===== src/rtl/pdb_pkg.sv =====
package pdb_pkg;
  // per-pin filter state
  typedef enum logic {
    PS_STABLE = 1'b0,
    PS_TIMING = 1'b1
  } pin_st_e;
endpackage


===== src/rtl/pdb_sync.sv =====
module pdb_sync #(
  parameter int W      = 8,
  parameter int STAGES = 2
) (
  input  logic         clk,
  input  logic         rst_n,
  input  logic [W-1:0] d,
  output logic [W-1:0] q
);
  logic [STAGES-1:0][W-1:0] stg_q;

  always_ff @(posedge clk or negedge rst_n) begin
    if (!rst_n) begin
      stg_q <= '0;
    end else begin
      stg_q[0] <= d;
      for (int s = 1; s < STAGES; s++) stg_q[s] <= stg_q[s-1];
    end
  end

  assign q = stg_q[STAGES-1];
endmodule


===== src/rtl/pdb_cfg.sv =====
module pdb_cfg #(
  parameter int NPINS = 8,
  parameter int CNT_W = 8
) (
  input  logic             clk,
  input  logic             rst_n,
  input  logic             hold_we,
  input  logic [CNT_W-1:0] hold_wdata,
  input  logic             fen_we,
  input  logic [NPINS-1:0] fen_mask,
  input  logic [NPINS-1:0] fen_val,
  output logic [CNT_W-1:0] hold_q,
  output logic [NPINS-1:0] fen_q
);
  logic [CNT_W-1:0] hold_d;
  logic [NPINS-1:0] fen_d;

  always_comb begin
    hold_d = hold_q;
    fen_d  = fen_q;
    if (hold_we) hold_d = hold_wdata;
    if (fen_we)  fen_d  = (fen_q & ~fen_mask) | (fen_val & fen_mask);
  end

  always_ff @(posedge clk or negedge rst_n) begin
    if (!rst_n) begin
      hold_q <= '0;
      fen_q  <= '0;
    end else begin
      hold_q <= hold_d;
      fen_q  <= fen_d;
    end
  end
endmodule


===== src/rtl/pdb_pin.sv =====
module pdb_pin
  import pdb_pkg::*;
#(
  parameter int CNT_W = 8
) (
  input  logic             clk,
  input  logic             rst_n,
  input  logic             tick,
  input  logic             en,
  input  logic [CNT_W-1:0] hold,
  input  logic             lvl,
  output logic             clean,
  output logic             timing,
  output logic [CNT_W-1:0] ctr,
  output logic [CNT_W-1:0] lim
);
  pin_st_e          st_q, st_d;
  logic [CNT_W-1:0] ctr_q, ctr_d;
  logic [CNT_W-1:0] lim_q, lim_d;
  logic             cln_q, cln_d;
  logic             differ;
  logic             last_tick;

  assign differ    = lvl ^ cln_q;
  assign last_tick = (ctr_q == lim_q - CNT_W'(1));

  always_comb begin
    st_d  = st_q;
    ctr_d = ctr_q;
    lim_d = lim_q;
    cln_d = cln_q;
    if (!en) begin
      st_d  = PS_STABLE;
      ctr_d = '0;
      cln_d = lvl;
    end else if (!differ) begin
      st_d  = PS_STABLE;
      ctr_d = '0;
    end else if (st_q == PS_STABLE) begin
      if (hold == '0) begin
        cln_d = lvl;
      end else begin
        st_d  = PS_TIMING;
        lim_d = hold;
        ctr_d = '0;
      end
    end else if (tick) begin
      if (last_tick) begin
        cln_d = lvl;
        st_d  = PS_STABLE;
        ctr_d = '0;
      end else begin
        ctr_d = ctr_q + CNT_W'(1);
      end
    end
  end

  always_ff @(posedge clk or negedge rst_n) begin
    if (!rst_n) begin
      st_q  <= PS_STABLE;
      ctr_q <= '0;
      lim_q <= '0;
      cln_q <= 1'b0;
    end else begin
      st_q  <= st_d;
      ctr_q <= ctr_d;
      lim_q <= lim_d;
      cln_q <= cln_d;
    end
  end

  assign clean  = cln_q;
  assign timing = (st_q == PS_TIMING);
  assign ctr    = ctr_q;
  assign lim    = lim_q;
endmodule


===== src/rtl/port_debounce.sv =====
module port_debounce #(
  parameter int NPINS       = 8,
  parameter int CNT_W       = 8,
  parameter int SYNC_STAGES = 2
) (
  input  logic               clk,
  input  logic               rst_n,
  input  logic               tick_ms,
  input  logic [NPINS-1:0]   pad_in,
  input  logic               hold_we,
  input  logic [CNT_W-1:0]   hold_wdata,
  input  logic               fen_we,
  input  logic [2*NPINS-1:0] fen_wdata,
  output logic [NPINS-1:0]   pad_clean,
  output logic [NPINS-1:0]   fen_q,
  output logic [CNT_W-1:0]   hold_q
);
  localparam int MSK_LO = NPINS;
  localparam int MSK_HI = 2*NPINS-1;

  logic [NPINS-1:0]            sync_w;
  logic [NPINS-1:0]            tim_w;
  logic [NPINS-1:0][CNT_W-1:0] ctr_w;
  logic [NPINS-1:0][CNT_W-1:0] lim_w;

  pdb_sync #(.W(NPINS), .STAGES(SYNC_STAGES)) sync_i (
    .clk (clk),
    .rst_n (rst_n),
    .d (pad_in),
    .q (sync_w)
  );

  pdb_cfg #(.NPINS(NPINS), .CNT_W(CNT_W)) cfg_i (
    .clk        (clk),
    .rst_n      (rst_n),
    .hold_we    (hold_we),
    .hold_wdata (hold_wdata),
    .fen_we     (fen_we),
    .fen_mask   (fen_wdata[MSK_HI:MSK_LO]),
    .fen_val    (fen_wdata[NPINS-1:0]),
    .hold_q     (hold_q),
    .fen_q      (fen_q)
  );

  for (genvar p = 0; p < NPINS; p++) begin : g_pin
    pdb_pin #(.CNT_W(CNT_W)) pin_i (
      .clk    (clk),
      .rst_n  (rst_n),
      .tick   (tick_ms),
      .en     (fen_q[p]),
      .hold   (hold_q),
      .lvl    (sync_w[p]),
      .clean  (pad_clean[p]),
      .timing (tim_w[p]),
      .ctr    (ctr_w[p]),
      .lim    (lim_w[p])
    );
  end
endmodule


===== config.mk =====
export PLATFORM = sky130hd
export DESIGN_NAME = port_debounce
export DESIGN_NICKNAME = d
export VERILOG_FILES = /design/src/rtl/pdb_pkg.sv /design/src/rtl/pdb_sync.sv /design/src/rtl/pdb_cfg.sv /design/src/rtl/pdb_pin.sv /design/src/rtl/port_debounce.sv
export SDC_FILE = /design/constraint.sdc
export NUM_CORES = 1
export LEC_CHECK = 0
export BUFFER_PORTS_ARGS = -buffer_cell sky130_fd_sc_hd__buf_4
export CAP_MARGIN = 10
export CORE_ASPECT_RATIO = 0.7
export CORE_UTILIZATION = 57
export DETAILED_ROUTE_END_ITERATION = 10
export MAX_ROUTING_LAYER = met4
export PLACE_DENSITY = 0.82
export SLEW_MARGIN = 20
export SYNTH_ARGS = -nofsm -noshare
export SYNTH_HDL_FRONTEND = slang
export SYNTH_SLANG_ARGS = --single-unit

===== constraint.sdc =====
create_clock -name clk -period 6.5 [get_ports clk]
set_input_delay 1.3 -clock clk [delete_from_list [all_inputs] [get_ports clk]]
set_output_delay 1.3 -clock clk [all_outputs]
set_load 0.005 [all_outputs]

* Yosys cells after proc, flatten, opt, wreduce, memory -nomap -nowiden
Cells that the tools add are included.
** Cells by class
- Bitwise gates (word level) :: 21
- Magnitude comparators :: 0
- Div/mod/pow operators :: 0
- Reduce and logical (&&, ||, !) cells :: 25
- Shift operators :: 0
- Equality and inequality tests :: 56
- Muxes and demuxes :: 130
- Add/subtract/negate cells :: 16
- Multipliers :: 0
** Operator list (count)
- 8-bit 2-to-1 mux :: 41
- 1-bit 2-to-1 mux :: 89
- 8-bit by 1-bit adder with 8-bit output, second input constant :: 8
- 8-bit equality test :: 8
- 4-bit AND reduction :: 16
- 8-bit by 1-bit subtractor with 8-bit output, second input constant :: 8
- 3-bit inequality test, second input constant :: 16
- 4-bit by 3-bit inequality test with 1-bit output, second input constant :: 8
- 4-bit inequality test, second input constant :: 8
- 3-bit by 1-bit inequality test with 1-bit output, second input constant :: 8
- 8-bit bitwise AND :: 2
- 2-bit by 1-bit inequality test with 1-bit output, second input constant :: 8
- 2-bit AND reduction :: 8
- 1-bit inverter :: 9
- 8-bit zero test :: 1
- 8-bit inverter :: 1
- 8-bit OR :: 1
- 1-bit bitwise XOR :: 8
** Word-level totals
- Latch bits :: 0
- Register bits :: 176
- RAM bits :: 0
- Memories kept :: 0
- Input bits :: 37
- Bits in read-only memories :: 0
- Output and inout port bits :: 24
- Logic and storage cells :: 284

* Depth between registers and ports, before layout
Gate-level depths: netlist of run 1.
- Word-level depth :: 7
- Mapped depth :: 10

* Modules after synthesis
Synthesis of run 1 repeated with hierarchy kept, for this count alone.
** Second synthesis, totals
- Cell total of the unflattened synthesis :: 990
- Area, all modules :: 10059.6 sq um
** Modules (own cells, without submodules)
- pdb_pin at g_pin[0].pin_i ... :: cells an instance 117, sequential area each 450.4 sq um, times used 6, area each 1114.8 sq um
- pdb_pin at g_pin[6].pin_i ... :: cells an instance 111, sequential area each 450.4 sq um, times used 2, area each 1123.6 sq um
- pdb_cfg :: cells an instance 42, sequential area each 400.4 sq um, times used 1, area each 663.1 sq um
- pdb_sync :: cells an instance 24, sequential area each 400.4 sq um, times used 1, area each 460.4 sq um

* Least setup slack after synthesis of run 1
OpenSTA, ideal clock, no wires.
- Path kind :: input-to-reg
- Start point :: in tick_ms
- End point :: reg g_pin[7].pin_i.cln_q
- Cell stages on the path :: 5
- Buffers on the path :: 2
- Setup time :: 0.125 ns
- Path slack :: 3.920 ns
- Arrival time :: 2.455 ns
- Data required time :: 6.375 ns
- Path through :: clkbuf_1 clkbuf_1 nand2_1 o221ai_1 mux2_2
** Between the ends
- Longest elaborated chain between the ends :: 2
** Ends and longest elaborated chain
- start, declared :: line port_debounce.sv:8 : input logic tick_ms,
- 3-bit inequality test (no line)
- 4-bit AND reduction (no line)
- end signal, assigned :: line pdb_pin.sv:68 : cln_q <= cln_d;
- end, declared :: line pdb_pin.sv:20 : logic cln_q, cln_d;
No other way between the ends.
A chain may end at the register's enable or synchronous reset.

* Worst setup path in the final report of run 1
- Start point :: reg cfg_i.hold_q[0]
- End point :: reg g_pin[3].pin_i.ctr_q[0]
** Between the ends
- Longest elaborated chain between the ends :: 3
** Ends and longest elaborated chain
- start, declared :: line pdb_cfg.sv:12 : output logic [CNT_W-1:0] hold_q,
- start signal, assigned :: line pdb_cfg.sv:30 : hold_q <= hold_d;
- 8-bit zero test :: line pdb_pin.sv:40 : if (hold == '0) begin
- 4-bit by 3-bit inequality test with 1-bit output (no line)
- 2-bit AND reduction (no line)
- end signal, assigned :: line pdb_pin.sv:66 : ctr_q <= ctr_d;
- end, declared :: line pdb_pin.sv:18 : logic [CNT_W-1:0] ctr_q, ctr_d;
No other way between the ends.

==> results of run 1 <==
through the flow:
step	area (sq um)	total power, mW	instances	setup WS (ns)	util (%)
floorplan	9740	2.61	995	3.92	-
global placement	10300	2.87	1235	3.76	62.2
detailed placement	10300	2.93	1235	3.65	62.2
CTS	10800	3.96	1267	3.74	65.7
global route	10800	4.21	1267	3.49	65.8
finish	10800	3.98	1267	3.70	65.8
worst max-delay path: cells and delay by family, from the launching register on:
kind               cells  cell delay, ns
and+or+nand+nor        4            1.24
AOI/OAI and AO/OA      2            0.81
DFF                    1            0.65
cell type report:
type / count / area (sq um) / share of cell area [%]
Sequential cell: 176 / 4400 / 40.6
Clock inverter: 13 / 124 / 1.14
Tap cell: 225 / 282 / 2.60
Clock buffer: 19 / 453 / 4.18
Timing Repair Buffer: 65 / 495 / 4.57
Multi-Input combinational cell: 737 / 4970 / 45.8
Inverter: 32 / 120 / 1.11
path summary, 6_finish.rpt:
path	end	slack, ns	start
worst max-delay path	g_pin[3].pin_i.ctr[0]	3.70	cfg_i.hold_q[0]
worst min register to register	sync_i.q[2]	0.35	sync_i.stg_q[2]
worst max register to register	g_pin[3].pin_i.ctr[0]	3.70	cfg_i.hold_q[0]
max in group asynchronous	async pin	4.68	rst_n
min in group asynchronous	g_pin[6].pin_i.ctr[2]	0.76	rst_n
worst min-delay path	sync_i.q[2]	0.35	sync_i.stg_q[2]
Yosys cell counts (all sizes together), types with 8 or more instances:
| library cell | instances | share of area [%] |
|---|---|---|
| nor3 | 32 | 1.7 |
| nand3b | 9 | 0.69 |
| nand4 | 8 | 0.51 |
| xor2 | 46 | 4.1 |
| nor4 | 13 | 1.1 |
| dfrtp | 176 | 45 |
| and2 | 10 | 0.64 |
| a21oi | 20 | 1.2 |
| ha | 16 | 2.1 |
| o21ai | 74 | 3.9 |
| xnor2 | 43 | 3.9 |
| nand2b | 24 | 1.5 |
| nor2 | 46 | 1.8 |
| nand2 | 124 | 4.8 |
| buf | 22 | 1.6 |
| a31oi | 11 | 0.71 |
| clkbuf | 28 | 1.1 |
| and3 | 23 | 1.5 |
| a21o | 8 | 0.62 |
| mux2 | 64 | 7.4 |
| inv | 32 | 1.2 |
| nor2b | 24 | 1.5 |
| nand3 | 30 | 1.6 |
| o211ai | 8 | 0.67 |
| a22o | 17 | 1.5 |
power by group:
group          switching, mW  internal [mW]  leakage, nW  total (mW)
logic                  0.628          0.640         2.30        1.27
clock network          0.467          0.554        0.277        1.02
registers              0.350           1.34         2.24        1.69
per-layer routing:
| layer | GRT usage [%] | routed length [microns] | vias up |
|---|---|---|---|
| met3 | 4.48 | 1100 | 23 |
| met4 | 8.08 | 256 | 0 |
| li1 | - | - | 3593 |
| met1 | 39.0 | 10300 | 3668 |
| met2 | 40.9 | 10000 | 232 |
| met5 | - | 0 | - |
state kept, by name (all words and copies together), names as in the netlist, named ones only:
register            cells
cfg_i.hold_q            8
g_pin.pin_i.timing      8
sync_i.stg_q            8
g_pin.pin_i.clean       8
sync_i.q                8
g_pin.pin_i.ctr        64
g_pin.pin_i.lim        64
cell families (layout without fill, tap and decap cells):
family	count (synthesis)	after routing	share of synthesized area, %
adders and majority gates	19	19	2.36
xor gates and xnor gates	89	89	8.00
and+or+nand+nor	364	364	19.1
DFF	176	176	45.2
AOI/OAI and AO/OA	200	200	14.0
muxes	65	65	7.50
buffers and inverters	82	129	3.88
==> results summary, run 1 <==
The run finished with clean final reports. The hold-critical path depth came out at 0. The delay of the slowest cell on the worst path came out at 0.65 ns.

The area inside the core boundary came out at 16500 sq um. Global routing consumed, over all layers together, 27.6% of the routing resources. For this design the static power due to leakage is 4.81 nW.

The main flop type after synthesis is sky130_fd_sc_hd__dfrtp_1. Routability-driven placement finished with a final weighted congestion of 0.887. The first-iteration detailed-routing DRC count is 523. The number of max-cap violations came out at 0. The flip-flop and latch count after synthesis is 176. The clock net in this run drives a total of 176 sinks. The average footprint of a synthesized cell is 9.79 sq um.

The die covers 17600 sq um. The count of nets after finishing is 1082. The width of the chip came out at 158 microns. Across all hold checks on the routed design, the worst slack comes to 0.348 ns.

For this block, the via count after detailed routing is 7516. The number of setup buffers added after CTS is 0. The worst setup path is captured at a register. The port buffer count came out at 60. The hold-fix buffer count after cts came out at 0. The cell count after synthesis came out at 995. The synthesized netlist contains 74 unique library cells. Clock tree synthesis selected as its root buffer the cell sky130_fd_sc_hd__clkbuf_16. The shortest period the worst path allows is 2.80 ns. Power spread over the standard cell area amounts to 367 nW/um^2.

The antenna violation net count after detailed routing came out at 0. In this run the core area contains 39 standard-cell rows. The clock insertion delay at the later pin of the skew report is 0.44 ns. Setup repair after global routing left no endpoint under its margin. The library cell used most frequently in the layout, excluding fill and tap cells, is sky130_fd_sc_hd__dfrtp_1. The average wire length per cell after detail routing came out at 17.1 microns. The number of nets in the synthesized netlist is 1048. The maximum clock rate came out at 358 MHz. The slew at the pin closest to its max-slew limit is 0.825 ns. The mapped netlist covers 9740 sq um. The depth of the worst register-to-register path is 6. The largest voltage drop on the vdd net came out at 198 uV. The cell with the largest stage delay on the worst path is sky130_fd_sc_hd__dfrtp_1. For the final routed database, the setup TNS stands at 0 ns. Gates resized during post-CTS repair numbered 0. 0 antenna diodes ended up in the layout. The class of the tightest hold or removal check is register to register. TritonCTS built the clock tree. The worst clock skew on the final layout came out at 0.00839 ns.

The wire length reported by the detailed router is 21700 microns. Of all nets on the critical path, the largest fanout is 17. The global-route wire length before repair is 36500 microns. The critical path arrival came out at 3.15 ns.

The part of the cycle the worst path needs is 43.0%. The first detailed-routing pass took 6 iterations. Traced cell by cell, the critical path runs through nor4_1 -> nand2_1 -> nor2_1 -> o21ai_0 -> nand2b_1 -> o21ai_0. No sink is reached through more buffers than the 2 on the longest clock path. The class of the most critical setup path is register to register. The fill cell instance count of the final layout came out at 1292. For this design the top-level I/O count stands at 61.

The fraction of the yosys area taken by sequential cells is 45.2%. The mean number of vias per cell is 5.93. By instance count, the cell type seen most on the critical path is sky130_fd_sc_hd__o21ai_0.

The number of synthesized flops with an enable pin came out at 0. The initial core utilization is 59.1%. The setup violation total in the final timing report came out at 0. The share of flip-flops with an asynchronous set or reset is 100%. The max-slew violation count came out at 0.

The maximum number of pins on one net before global-route repair is 81. The number of antenna violations at the first check in global routing came out at 0. The aggregate global routing overflow is 0. The CTS clock-pin slew for the worst setup and hold paths is 0.07 ns. The final hold violation count is 0. The count of synthesis-stage warnings from yosys came out at 0. For this run, design rule violations remaining after detail routing come to 0. CTS built an H-tree with a depth of 4.

Detailed placement ended at an HPWL of 14900 microns. The tightest slew margin relative to the limit is 44.9%. The ratio of cells with drive above 1 in the final layout is 17.0%. The post-synthesis to final-layout area growth is 11.3%. The number of buffers created by CTS came out at 17. The critical path required time is 6.85 ns. The number of global-route vias before repair came out at 7293. From bottom edge to top edge, the die measures 111 microns. The top cell types in the final layout, fill and taps aside, are 176 x sky130_fd_sc_hd__dfrtp_1, 124 x sky130_fd_sc_hd__nand2_1, 71 x sky130_fd_sc_hd__o21ai_0. The launching element type of the critical path is a register.
Note: power is estimated with default switching activity, not from simulation.
==> run 2: changes to the inputs <==
--- a/config.mk
+++ b/config.mk
@@ -8,7 +8,7 @@
 export BUFFER_PORTS_ARGS = -buffer_cell sky130_fd_sc_hd__buf_4
 export CAP_MARGIN = 10
 export CORE_ASPECT_RATIO = 0.7
-export CORE_UTILIZATION = 57
+export CORE_UTILIZATION = 55
 export DETAILED_ROUTE_END_ITERATION = 10
 export MAX_ROUTING_LAYER = met4
 export PLACE_DENSITY = 0.82
==> constraint.sdc (replaced) <==
create_clock -name clk -period 2.32 [get_ports clk]
set_input_delay 0.464 -clock clk [delete_from_list [all_inputs] [get_ports clk]]
set_output_delay 0.464 -clock clk [all_outputs]
set_load 0.005 [all_outputs]
==> results summary, run 2 (same netlist as run 1, synthesis figures left out) <==
The post-synthesis to final-layout area growth is 24.1% (was 11.3%). The port buffer count came out at 60 (unchanged). The slew at the pin closest to its max-slew limit is 0.830 ns (was 0.825 ns). Unrepaired setup endpoints after global routing: yes (was no). The hold path startpoint was pad_in[1] (was sync_i.stg_q[2]). The final worst slack is -0.109 ns (was 3.70 ns).

The initial core utilization came out at 56.4% (was 59.1%). The number of remaining DRC errors is 0 (unchanged). The number of detailed-route iterations in the first pass came out at 5 (was 6). The buffer cell driving the clock tree root is sky130_fd_sc_hd__clkbuf_16 (unchanged). The maximum level of the CTS H-tree came out at 4 (unchanged). The full die area is 18300 sq um (was 17600 sq um). Commonest cells after routing, fill and taps aside: 176 x sky130_fd_sc_hd__dfrtp_1, 144 x sky130_fd_sc_hd__buf_4, 121 x sky130_fd_sc_hd__nand2_1 (was 176 x sky130_fd_sc_hd__dfrtp_1, 124 x sky130_fd_sc_hd__nand2_1, 71 x sky130_fd_sc_hd__o21ai_0). The total length of routed met2 wires is 11100 microns (was 10000 microns). The total routing resource utilization after global routing came out at 26.4% (was 27.6%). The mean number of vias per cell came out at 5.80 (was 5.93). The capturing element type of the critical path is a register (unchanged). The hold-critical path depth is 1 (was 0). The startpoint of the most critical register-to-register path is g_pin[6].pin_i.lim[1] (was cfg_i.hold_q[0]). The number of clock sinks seen by CTS came out at 176 (unchanged). The final estimated routing congestion in global placement is 0.923 (was 0.887). The number of max-cap violations came to 0 (unchanged). The power density over the cells came out at 1040 nW/um^2 (was 367 nW/um^2).

The total number of placement rows is 40 (was 39). The global-route wire length before repair is 37000 microns (was 36500 microns). The max-slew violation count came out at 0 (unchanged). The setup violation total in the final timing report is 13 (was 0). The die height came out at 113 microns (was 111 microns). The reported leakage power is 5.41 nW (was 4.81 nW). The critical path arrival came out at 2.75 ns (was 3.15 ns). The worst clock skew on the final layout is 0.00669 ns (was 0.00839 ns). The placed standard-cell area is 10800 sq um (was 10300 sq um). The class of the most critical setup path is register to register (unchanged). The worst reg2reg path endpoint is g_pin[6].pin_i.clean (was g_pin[3].pin_i.ctr[0]). The register-to-register setup slack came to -0.11 ns (was 3.70 ns).

The highest net fanout along the worst path is 3 (was 17). The class of the tightest hold or removal check was primary input to register (was register to register). The count of nets after finishing is 1174 (was 1082). The commonest non-fill, non-tap cell in the layout is sky130_fd_sc_hd__dfrtp_1 (unchanged).

The number of buffers created by CTS is 17 (unchanged). The area of all placed cells without fillers is 12100 sq um (was 10800 sq um). The met3 wirelength from detailed routing was 1060 microns (was 1100 microns). The CTS clock-pin slew for the worst setup and hold paths came out at 0.07 ns (about the same). The final hold violation count is 0 (unchanged).

The wire length reported by the detailed router is 23500 microns (was 21700 microns). The shortest period the worst path allows came out at 2.43 ns (was 2.80 ns). The utilization after layout came out at 70.1% (was 65.8%). The largest voltage drop on the vdd net came to 498 uV (was 198 uV). The total routed wire length on the met1 layer is 10800 microns (was 10300 microns). The aggregate global routing overflow came to 0 (unchanged). The first-iteration detailed-routing DRC count came out at 644 (was 523). The clock insertion delay at the later pin of the skew report came out at 0.44 ns (about the same). The area inside the core boundary is 17300 sq um (was 16500 sq um). The maximum number of pins on one net before global-route repair came to 54 (was 81).

The critical path required time is 2.65 ns (was 6.85 ns). The I/O pin count came out at 61 (unchanged). The part of the cycle the worst path needs is 105% (was 43.0%). The maximum clock rate came out at 412 MHz (was 358 MHz).

The antenna violation net count after detailed routing is 0 (unchanged). The final antenna diode count was 0 (unchanged). The ratio of cells with drive above 1 in the final layout came out at 30.5% (was 17.0%). The number of vias in the routed layout is 7916 (was 7516). The final HPWL from detailed placement is 15400 microns (was 14900 microns). The worst-case clock buffer depth is 2 (unchanged). The accumulated negative setup slack came out at -0.411 ns (was 0 ns). The depth of the worst register-to-register path is 10 (was 6). The width of the chip came out at 161 microns (was 158 microns).

The number of global-route vias before repair is 7391 (was 7293). The worst-case hold path end point is sync_i.stg_q[1] (was sync_i.q[2]). Outcome: finished with violations (was finished, final reports clean).

The number of antenna violations at the first check in global routing is 0 (unchanged). The tightest slew margin relative to the limit is 44.4% (was 44.9%). The TritonCTS clock tree is done (unchanged). The topmost layer with routed signal wires is met4 (unchanged). The average wire length per cell after detail routing is 17.2 microns (was 17.1 microns). The checks that failed: setup timing. The launching element type of the critical path is a register (unchanged).
## run 2: area by class of cell
| cell class | instances | area [sq um] |
|---|---|---|
| inverters | 32 | 120 |
| clock buffers | 20 | 457 |
| repair buffers | 157 | 1250 |
| clock inverters | 12 | 146 |
| multi-input cells | 737 | 5430 |
| flip-flops and latches | 176 | 4400 |
| well taps | 231 | 289 |
| fillers | 1207 | 5170 |
## run 2: stage by stage
step | hold slack [ns] | cells | total power, mW | setup slack, ns
2_1_floorplan | 0.168 | 995 | 7.32 | -0.108
3_3_place_gp | 0.332 | 1306 | 8.51 | -0.0795
3_5_place_dp | 0.337 | 1306 | 8.71 | -0.166
4_1_cts | 0.120 | 1349 | 11.9 | -0.0671
5_1_grt | 0.121 | 1365 | 13.4 | -0.199
6_report | 0.127 | 1365 | 12.6 | -0.109
## run 2: worst max-delay path by stage
stage	startpoint	to	slack [ns]	cells past startpoint
2_1_floorplan	g_pin[6].pin_i.lim[0]	g_pin[6].pin_i.clean	-0.11	9
3_3_place_gp	g_pin[1].pin_i.lim[0]	g_pin[1].pin_i.ctr[6]	-0.08	9
3_5_place_dp	g_pin[6].pin_i.lim[0]	g_pin[6].pin_i.clean	-0.17	9
4_1_cts	g_pin[4].pin_i.lim[1]	g_pin[4].pin_i.ctr[2]	-0.07	11
5_1_grt	g_pin[6].pin_i.lim[1]	g_pin[6].pin_i.clean	-0.20	9
6_report	g_pin[6].pin_i.lim[1]	g_pin[6].pin_i.clean	-0.11	10
## run 2: worst max-delay path: stages (launching register included)
cell and delay (ns):
sky130_fd_sc_hd__dfrtp_1 0.40, sky130_fd_sc_hd__inv_2 0.09, sky130_fd_sc_hd__ha_4 0.13, sky130_fd_sc_hd__or3b_4 0.39, sky130_fd_sc_hd__buf_6 0.13, sky130_fd_sc_hd__nor2_2 0.06, sky130_fd_sc_hd__a32oi_1 0.06, sky130_fd_sc_hd__a311o_1 0.39
sky130_fd_sc_hd__or2_1 0.28, sky130_fd_sc_hd__o211ai_2 0.08, sky130_fd_sc_hd__mux2_4 0.31
## run 2: timing repair
| action | CTS | global route |
|---|---|---|
| setup endpoints to repair | 35 | 55 |
| pin swaps | 16 | 49 |
| gates resized for setup | 35 | 90 |
| endpoints found under the hold margin | 44 | 0 |
| setup buffers | 10 | 17 |
| cloned | 0 | 0 |
| hold buffers | 1 | 0 |
## run 2: power breakdown
| part | leakage [nW] | switching (mW) | internal, mW |
|---|---|---|---|
| combinational | 2.89 | 2.38 | 2.72 |
| sequential | 2.24 | 0.850 | 3.75 |
| clock | 0.291 | 1.28 | 1.67 |
| total | 5.41 | 4.50 | 8.13 |
## run 2: layer usage
layer / track usage (%) / vias up
li1: - / 3761
met1: 36.3 / 3913
met2: 39.7 / 206
met3: 4.14 / 36
met4: 9.37 / 0
met5: - / -
==> run 3: changes to the inputs <==
--- a/config.mk
+++ b/config.mk
@@ -6,9 +6,9 @@
 export NUM_CORES = 1
 export LEC_CHECK = 0
 export BUFFER_PORTS_ARGS = -buffer_cell sky130_fd_sc_hd__buf_4
-export CAP_MARGIN = 10
+export CAP_MARGIN = 30
 export CORE_ASPECT_RATIO = 0.7
-export CORE_UTILIZATION = 55
+export CORE_UTILIZATION = 57
 export DETAILED_ROUTE_END_ITERATION = 10
 export MAX_ROUTING_LAYER = met4
 export PLACE_DENSITY = 0.82
==> constraint.sdc (replaced) <==
create_clock -name clk -period 2.9 [get_ports clk]
set_input_delay 0.58 -clock clk [delete_from_list [all_inputs] [get_ports clk]]
set_output_delay 0.58 -clock clk [all_outputs]
set_load 0.005 [all_outputs]
==> results summary, run 3 (same netlist as run 1, synthesis figures left out) <==
Outcome: finished, final reports clean (was finished with violations). The width of the chip is 158 microns (was 161 microns). The critical path required time is 3.21 ns (was 2.65 ns). The highest net fanout along the worst path is 4 (was 3). The largest voltage drop on the vdd net is 523 uV (was 498 uV). The commonest non-fill, non-tap cell in the layout was sky130_fd_sc_hd__dfrtp_1 (unchanged). The average wire length per cell after detail routing came out at 16.9 microns (was 17.2 microns).

The final antenna diode count is 0 (unchanged). The maximum number of pins on one net before global-route repair came out at 62 (was 54). The number of antenna violations at the first check in global routing is 0 (unchanged).

Unrepaired setup endpoints after global routing: no (was yes). The I/O pin count came out at 61 (unchanged). The setup violation total in the final timing report is 0 (was 13). The hold-fix buffer count after cts came to 0 (was 1). Commonest cells after routing, fill and taps aside: 176 x sky130_fd_sc_hd__dfrtp_1, 124 x sky130_fd_sc_hd__nand2_1, 73 x sky130_fd_sc_hd__buf_4 (was 176 x sky130_fd_sc_hd__dfrtp_1, 144 x sky130_fd_sc_hd__buf_4, 121 x sky130_fd_sc_hd__nand2_1). The worst-case clock buffer depth was 2 (unchanged). The clock insertion delay at the later pin of the skew report came out at 0.43 ns (was 0.44 ns). The tightest slew margin relative to the limit was 47.0% (was 44.4%). The critical path arrival came to 2.96 ns (was 2.75 ns).

The capturing element type of the critical path is a register (unchanged). The number of max-cap violations came out at 0 (unchanged). The area taken by flip-flops and latches came out at 4400 sq um (unchanged).

The wire length reported by the detailed router came to 21600 microns (was 23500 microns). The number of vias in the routed layout came to 7553 (was 7916). The number of detailed-route iterations in the first pass came out at 5 (unchanged). The area inside the core boundary is 16500 sq um (was 17300 sq um).

The switching fraction of total power is 35.1% (was 35.6%). The shortest period the worst path allows is 2.65 ns (was 2.43 ns). The count of nets after finishing was 1095 (was 1174). The class of the most critical setup path is register to register (unchanged). The final hold slack is 0.133 ns (was 0.127 ns). The max-slew violation count is 0 (unchanged). The net switching power of the design was 3.17 mW (was 4.50 mW). The slew at the pin closest to its max-slew limit is 0.786 ns (was 0.830 ns). The number of remaining DRC errors came to 0 (unchanged).

The worst clock skew on the final layout came to 0.00932 ns (was 0.00669 ns). The part of the power in combinational logic is 32.4% (was 40.3%). The final estimated routing congestion in global placement was 0.890 (was 0.923). The number of resized instances in the post-cts repair step came out at 0 (was 35). The ratio of cells with drive above 1 in the final layout came to 17.7% (was 30.5%). The post-synthesis to final-layout area growth came out at 12.6% (was 24.1%). The class of the tightest hold or removal check is primary input to async pin (was primary input to register).

The TritonCTS clock tree is done (unchanged). The multi-input gate area in the final layout is 4960 sq um (was 5430 sq um). The maximum clock rate came out at 378 MHz (was 412 MHz).

The accumulated negative setup slack came to 0 ns (was -0.411 ns). The total number of placement rows came out at 39 (was 40). The setup fix buffers added after clock tree synthesis is 0 (was 10). The sequential power share was 41.1% (was 36.4%).

The antenna violation net count after detailed routing was 0 (unchanged). The maximum level of the CTS H-tree is 4 (unchanged). The power density over the cells is 823 nW/um^2 (was 1040 nW/um^2). The number of clock sinks seen by CTS came out at 176 (unchanged). The design internal power was 5.86 mW (was 8.13 mW). The number of global-route vias before repair is 7137 (was 7391). The global-route wire length before repair came out at 36600 microns (was 37000 microns). The fill cell instance count of the final layout came out at 1298 (was 1207). The die height is 111 microns (was 113 microns). The clock group share of total power came out at 26.5% (was 23.3%). The final hold violation count is 0 (unchanged). The mean number of vias per cell was 5.91 (was 5.80). The aggregate global routing overflow was 0 (unchanged). The port buffer count is 60 (unchanged).

The launching element type of the critical path is a register (unchanged). The initial core utilization came out at 59.1% (was 56.4%). The part of the cycle the worst path needs is 91.3% (was 105%).

The buffer cell driving the clock tree root is sky130_fd_sc_hd__clkbuf_16 (unchanged). The reported leakage power is 4.89 nW (was 5.41 nW). The final HPWL from detailed placement came out at 14900 microns (was 15400 microns). The first-iteration detailed-routing DRC count is 610 (was 644). The number of buffers created by CTS is 17 (unchanged).

The CTS clock-pin slew for the worst setup and hold paths is 0.06 ns (was 0.07 ns). The full die area is 17600 sq um (was 18300 sq um). The total routing resource utilization after global routing came to 27.5% (was 26.4%).
[run 3: changes by cell type in the layout (fill, tap and decap cells not counted), moves of 6 or more]
cell                      delta
sky130_fd_sc_hd__buf_4      -71
sky130_fd_sc_hd__o21ai_0    +16
sky130_fd_sc_hd__inv_1      +12
sky130_fd_sc_hd__inv_2      -12
sky130_fd_sc_hd__nor3_1      +9
sky130_fd_sc_hd__buf_6       -8
sky130_fd_sc_hd__o21ai_1     -8
sky130_fd_sc_hd__o21ai_2     -8
sky130_fd_sc_hd__ha_1        +7
sky130_fd_sc_hd__ha_4        -7
sky130_fd_sc_hd__nor3_2      -7
sky130_fd_sc_hd__nor4_1      +6
[run 3: per-stage QoR]
stage | utilization, % | setup slack (ns) | std cells | cell area [sq um] | total power, mW
global route | 66.5 | 0.0411 | 1279 | 11000 | 9.59
detailed placement | 62.8 | 0.309 | 1248 | 10400 | 6.59
global placement | 62.7 | 0.381 | 1245 | 10300 | 6.44
CTS | 66.5 | 0.293 | 1279 | 11000 | 9.04
floorplan | - | 0.472 | 995 | 9740 | 5.85
finish | 66.5 | 0.252 | 1279 | 11000 | 9.03
[run 3: cell type report]
type | count | area share, %
clock buffer | 20 | 4.16
tap | 225 | 2.56
sequential | 176 | 40.1
timing repair buffer | 78 | 5.41
multi-input combinational | 737 | 45.2
clock inverter | 11 | 1.42
inverter | 32 | 1.09
[run 3: worst max-delay path, cell delays in order (launching register included)]
cell	delay, ns
sky130_fd_sc_hd__dfrtp_1	0.45
sky130_fd_sc_hd__inv_1	0.10
sky130_fd_sc_hd__ha_1	0.19
sky130_fd_sc_hd__or3b_1	0.41
sky130_fd_sc_hd__nor4_1	0.19
sky130_fd_sc_hd__o2111ai_1	0.15
sky130_fd_sc_hd__a311o_1	0.39
sky130_fd_sc_hd__or2_1	0.24
sky130_fd_sc_hd__o211ai_2	0.08
sky130_fd_sc_hd__mux2_1	0.33
[run 3: power by group through the flow]
stage	Sequential, mW	Clock (mW)	Combinational, mW
global route	3.80	2.53	3.26
finish	3.71	2.39	2.93
detailed placement	3.73	0	2.86
CTS	3.70	2.42	2.93
global placement	3.70	0	2.74
floorplan	3.52	0	2.33
[run 3: final timing paths]
| kind | startpoint | to | slack [ns] | cells after the start |
|---|---|---|---|---|
| max in group asynchronous | rst_n | sync_i.q[1] | 1.92 | 2 |
| min reg2reg | sync_i.stg_q[6] | sync_i.q[6] | 0.35 | 0 |
| min in group clk | pad_in[5] | sync_i.stg_q[5] | 0.25 | 1 |
| max reg2reg | g_pin[6].pin_i.lim[0] | g_pin[6].pin_i.clean | 0.25 | 9 |
| max | g_pin[6].pin_i.lim[0] | g_pin[6].pin_i.clean | 0.25 | 9 |
| min | rst_n | g_pin[3].pin_i.ctr[0] | 0.13 | 1 |
[run 3: metal layers]
metal / global-route usage, % / share of wire, % / routed length [microns]
met1: 39.8 / 48 / 10400
met2: 39.5 / 44 / 9620
met3: 5.14 / 5.6 / 1220
met4: 7.63 / 2.1 / 444
met5: - / 0 / 0
